[src/rtl/irqs_pkg.sv]
package irqs_pkg;
  localparam int REG_W        = 32;
  localparam int LIVE_LO_W    = 16;
  localparam int LIVE_HI_W    = 3;
  localparam int LIVE_N       = LIVE_LO_W + LIVE_HI_W;
  localparam int PROG_N       = 4;
  localparam int PROG_BASE    = 16;
  localparam int LIVE_HI_BASE = 20;
  localparam int FIXED_BIT    = 23;
  localparam int USED_TOP     = FIXED_BIT;
  localparam int SYNC_STAGES  = 2;

  typedef logic [REG_W-1:0] word_t;
endpackage

[src/rtl/pin_sync.sv]
module pin_sync #(
  parameter int W      = 1,
  parameter int STAGES = 2
) (
  input  logic         clk,
  input  logic         rst,
  input  logic [W-1:0] din,
  output logic [W-1:0] dout
);
  logic [STAGES-1:0][W-1:0] stage_q;

  // Idle level of active-low pins is high, so reset to ones.
  generate
    for (genvar s = 0; s < STAGES; s++) begin : g_stage
      if (s == 0) begin : g_first
        always_ff @(posedge clk) begin
          if (rst) stage_q[s] <= '1;
          else     stage_q[s] <= din;
        end
      end else begin : g_next
        always_ff @(posedge clk) begin
          if (rst) stage_q[s] <= '1;
          else     stage_q[s] <= stage_q[s-1];
        end
      end
    end
  endgenerate

  assign dout = stage_q[STAGES-1];
endmodule

[src/rtl/edge_capture_cell.sv]
module edge_capture_cell #(
  parameter bit FIXED_EDGE = 1'b0
) (
  input  logic clk,
  input  logic rst,
  input  logic pin_s,
  input  logic level_mode,
  input  logic clr,
  output logic pend
);
  logic prev_q;
  logic fall;
  logic lvl_eff;

  generate
    if (FIXED_EDGE) begin : g_fixed
      assign lvl_eff = 1'b0;
    end else begin : g_prog
      assign lvl_eff = level_mode;
    end
  endgenerate

  always_ff @(posedge clk) begin
    if (rst) prev_q <= 1'b1;
    else     prev_q <= pin_s;
  end

  assign fall = prev_q & ~pin_s;

  // A new edge outranks a same-cycle clear; level mode drops latched state.
  always_ff @(posedge clk) begin
    if (rst)          pend <= 1'b0;
    else if (lvl_eff) pend <= ~pin_s;
    else              pend <= (pend & ~clr) | fall;
  end

  p_edge_hold_r6: assert property (@(posedge clk) disable iff (rst)
    (!lvl_eff && pend && !clr) |=> (pend || lvl_eff));

  p_edge_wins_r8: assert property (@(posedge clk) disable iff (rst)
    (!lvl_eff && fall) |=> pend);

  p_level_follow_r7: assert property (@(posedge clk) disable iff (rst)
    lvl_eff |=> (pend == !$past(pin_s)));
endmodule

[src/rtl/live_status.sv]
module live_status #(
  parameter int N = 19
) (
  input  logic         clk,
  input  logic         rst,
  input  logic [N-1:0] req,
  output logic [N-1:0] stat
);
  always_ff @(posedge clk) begin
    if (rst) stat <= '0;
    else     stat <= req;
  end

  p_live_copy_r2: assert property (@(posedge clk) disable iff (rst)
    1'b1 |=> (stat == $past(req)));
endmodule

[src/rtl/irq_status_reg.sv]
module irq_status_reg
  import irqs_pkg::*;
#(
  parameter int N_LIVE = LIVE_N,
  parameter int N_PROG = PROG_N,
  parameter int N_SYNC = SYNC_STAGES
) (
  input  logic              clk,
  input  logic              rst,
  input  logic [N_LIVE-1:0] live_req,
  input  logic [N_PROG-1:0] prog_pin_n,
  input  logic              fixed_pin_n,
  input  logic [N_PROG-1:0] edge_mode,
  input  logic              bus_rd,
  input  logic              bus_wr,
  input  logic [REG_W-1:0]  bus_wdata,
  output logic [REG_W-1:0]  bus_rdata
);
  localparam int N_PINS = N_PROG + 1;

  logic [N_LIVE-1:0] live_q;
  logic [N_PINS-1:0] pins_raw, pins_s;
  logic [N_PROG-1:0] prog_pend, prog_clr;
  logic              fixed_pend, fixed_clr;
  word_t             status_w;

  assign pins_raw = {fixed_pin_n, prog_pin_n};

  pin_sync #(.W(N_PINS), .STAGES(N_SYNC)) u_sync (
    .clk(clk), .rst(rst), .din(pins_raw), .dout(pins_s)
  );

  live_status #(.N(N_LIVE)) u_live (
    .clk(clk), .rst(rst), .req(live_req), .stat(live_q)
  );

  generate
    for (genvar i = 0; i < N_PROG; i++) begin : g_prog
      assign prog_clr[i] = bus_wr & bus_wdata[PROG_BASE+i];
      edge_capture_cell #(.FIXED_EDGE(1'b0)) u_cell (
        .clk(clk), .rst(rst), .pin_s(pins_s[i]),
        .level_mode(~edge_mode[i]), .clr(prog_clr[i]), .pend(prog_pend[i])
      );
    end
  endgenerate

  assign fixed_clr = bus_wr & bus_wdata[FIXED_BIT];

  edge_capture_cell #(.FIXED_EDGE(1'b1)) u_fixed (
    .clk(clk), .rst(rst), .pin_s(pins_s[N_PROG]),
    .level_mode(1'b0), .clr(fixed_clr), .pend(fixed_pend)
  );

  always_comb begin
    status_w = '0;
    status_w[LIVE_LO_W-1:0]                      = live_q[LIVE_LO_W-1:0];
    status_w[PROG_BASE +: N_PROG]                = prog_pend;
    status_w[LIVE_HI_BASE +: (N_LIVE-LIVE_LO_W)] = live_q[N_LIVE-1:LIVE_LO_W];
    status_w[FIXED_BIT]                          = fixed_pend;
  end

  always_ff @(posedge clk) begin
    if (rst)         bus_rdata <= '0;
    else if (bus_rd) bus_rdata <= status_w;
  end

  p_upper_zero_r3: assert property (@(posedge clk) disable iff (rst)
    bus_rdata[REG_W-1:USED_TOP+1] == '0);

  p_rdata_hold_r11: assert property (@(posedge clk) disable iff (rst)
    !bus_rd |=> $stable(bus_rdata));

  p_fixed_hold_r5: assert property (@(posedge clk) disable iff (rst)
    (fixed_pend && !(bus_wr && bus_wdata[FIXED_BIT])) |=> fixed_pend);
endmodule

[config.mk]
export PLATFORM = sky130hd
export DESIGN_NAME = irq_status_reg
export DESIGN_NICKNAME = d
export VERILOG_FILES = /design/src/rtl/irqs_pkg.sv /design/src/rtl/pin_sync.sv /design/src/rtl/edge_capture_cell.sv /design/src/rtl/live_status.sv /design/src/rtl/irq_status_reg.sv
export SDC_FILE = /design/constraint.sdc
export NUM_CORES = 1
export LEC_CHECK = 0
export BUFFER_PORTS_ARGS = -buffer_cell sky130_fd_sc_hd__buf_2
export CORE_MARGIN = 5
export CORE_UTILIZATION = 49
export CTS_CLUSTER_SIZE = 30
export DETAILED_ROUTE_END_ITERATION = 12
export GPL_ROUTABILITY_DRIVEN = 0
export PLACE_DENSITY = 0.85
export SKIP_LAST_GASP = 1
export SLEW_MARGIN = 30
export SYNTH_ARGS = -nofsm -noshare
export SYNTH_HDL_FRONTEND = slang
export SYNTH_SLANG_ARGS = --single-unit
[constraint.sdc]
create_clock -name clk -period 1.5 [get_ports clk]
set_input_delay 0.15 -clock clk [delete_from_list [all_inputs] [get_ports clk]]
set_output_delay 0.15 -clock clk [all_outputs]
set_load 0.005 [all_outputs]
==> metrics.cfg <==
[run_status]
status = finished, final reports clean

[setup_path]
critical_path_buf_inv_count = 1
cp_top_family = flip-flops
arrival_ps = 780
endpoint_kind = output pin
cpPeakStageDelay_ps = 350
rrSetupSlack_ps = 800
path_cells = buf_2
crit_path_max_fanout = 2
slowest_stage = dfxtp_1
critical_path_class = register to output pin
required_ps = 1350
startpoint_type = register

[cts]
clock_sinks = 63
htree_levels = 3
cts_tree = built
cts_inserted_buffers = 9
cts_resized = 0
holdBufCountCts = 5
clk_root_buffer_cell = clkbuf_8
clock_path_buffers = 2
clk_pin_slew_worst_paths_ps = 70
cts_setup_buffers = 0
clock_latency_ps = 310

[synth]
yosys-top-cells-area = dfxtp_1 (61%), mux2i_1 (12%), nor2b_1 (6.0%)
synth_top_cell_by_area = dfxtp_1
syn_avg_cell_area_um2 = 11.09
synth_seq_cells = 63
yosysTopAreaCellShare = 0.6050
synthesis.area_um2 = 2084
yosysWarningCount = 0
synth.distinct_cells = 16
syn_inst = 188
ys_seq_area_frac = 0.6050

[final_layout]
instances_no_fill = 310
antenna_cells = 0
fin_nets = 319
stdcell_area_um2 = 2582
utilization = 0.6364
drive_above_1_share = 0.2923
fill_cells = 343
area_delta_synth_final_pct = 23.89

[timing]
fmaxAchievable_ghz = 1.070
slew_violations = 0
final_hold_viol_count = 0
setup_tns_ps = 0
period_needed_ps = 934.7
min_period_over_period = 0.6231
setup_viol = 0
hold_slack_ps = 40.65
worst_pin_slew_ps = 510.9
slew_headroom = 0.6594
rsz0062_at_grt = false
skew_ps = 3.307

[global_routing]
grt_pass1_wl_um = 5513
overflow = 0
grt_util_all_layers = 0.1339
grt_max_degree = 34
antenna_found_initial = 0
first_global_vias = 1282

[routing]
ant_nets = 0
wire_per_inst_um = 11.23
via_per_inst = 4.294
wirelength_um = 3482
vias = 1331
detail_route.first_pass.iterations = 4
drc = 0
drt_iter0_markers = 47

[power_and_ir_drop]
p_leak_nw = 1.264
pwr_density_cell_nw_per_um2 = 1257
vdd_drop_max_mv = 0.6904

[floorplan]
core_area_um2 = 4058
rows = 23
die_w_um = 75.23
ios = 96
start_util = 0.5137
die_h_um = 75.23
dieArea_um2 = 5659

[placed_design]
dpl_cell_area_um2 = 2356
dp.cells = 289
place_hpwl_um = 2446
io_buffers = 60

[job]
drv_cap = 0

[hold_path]
hp-class = input port to register

## final timing paths
path / end / startpoint / depth (start not counted)
setup reg to reg: g_prog[1].u_cell.pend / g_prog[1].u_cell.prev_q / 3
setup / recovery: bus_rdata[19] / bus_rdata[19] / 1
hold reg to reg: u_sync.dout[2] / u_sync.stage_q[2] / 1
hold / removal: u_live.stat[6] / live_req[6] / 2
## registers in the layout (all words and copies together), names as in the netlist
| register | count |
|---|---|
| g_prog.u_cell.pend | 4 |
| u_fixed.prev_q | 1 |
| g_prog.u_cell.prev_q | 4 |
| u_live.stat | 19 |
| bus_rdata | 24 |
| u_sync.dout | 5 |
| u_sync.stage_q | 5 |
| u_fixed.pend | 1 |
## layout make-up
class / count / area, µm² / area share
Clock inverter: 3 / 17.52 / 0.006783
Sequential cell: 63 / 1261 / 0.4884
Timing Repair Buffer: 67 / 390.4 / 0.1512
Multi-Input combinational cell: 110 / 676.9 / 0.2621
Tap cell: 50 / 62.56 / 0.02422
Clock buffer: 13 / 158.9 / 0.06153
Inverter: 4 / 15.01 / 0.005814
## report_power, final
group	total (W)	internal, W	switching, W
registers	0.00177	0.00174	0.0000241
logic	0.000217	0.000120	0.0000965
clock network	0.00126	0.000685	0.000574
## per-layer routing
| metal | GRT usage | routed length (µm) |
|---|---|---|
| met5 | 0 | 0 |
| met3 | 0.03071 | 247 |
| met4 | 0.09320 | 40 |
| met1 | 0.1490 | 1380 |
| met2 | 0.2253 | 1812 |
## cells in the final DEF (no fill, tap or decap)
| cell | netlist | layout |
|---|---|---|
| dfxtp_1 | 63 | 63 |
| buf_2 | 4 | 60 |
| nor2_1 | 25 | 25 |
| mux2i_1 | 24 | 24 |
| nor2b_1 | 20 | 20 |
| or2_1 | 15 | 15 |
| clkbuf_8 | 0 | 11 |
| conb_1 | 1 | 8 |
| nand2_1 | 5 | 5 |
| a21oi_1 | 5 | 5 |
| dlygate4sd3_1 | 0 | 5 |
| nand3_1 | 4 | 4 |
| inv_1 | 4 | 4 |
| a21o_1 | 4 | 4 |
| clkbuf_1 | 1 | 2 |
| clkinv_2 | 0 | 2 |
| buf_12 | 2 | 2 |
| clkinvlp_4 | 0 | 1 |
## cell families after synthesis
logic type / Yosys count / share of synthesized area
DFF: 63 / 0.6050
buffers and inverters: 22 / 0.08283
muxes: 24 / 0.1152
AOI/OAI and AO/OA: 9 / 0.02641
and+or+nand+nor: 69 / 0.1687
other: 1 / 0.001799
## through the flow
stage          power [W]  setup slack, ps
6_report        0.003246            565.3
5_1_grt         0.003401            510.8
4_1_cts         0.003308            534.0
3_5_place_dp    0.002017            459.8
3_3_place_gp    0.002007            471.8
2_1_floorplan   0.001953            757.2
## cells in the mapped netlist
library cell  number
buf_6              3
nand3_1            4
inv_1              4
a21oi_1            5
buf_2              4
dfxtp_1           63
nor2_1            25
or2_1             15
mux2i_1           24
buf_4              8
buf_12             2
clkbuf_1           1
conb_1             1
nor2b_1           20
nand2_1            5
a21o_1             4
No activity file was read; power rests on OpenSTA's default activity.
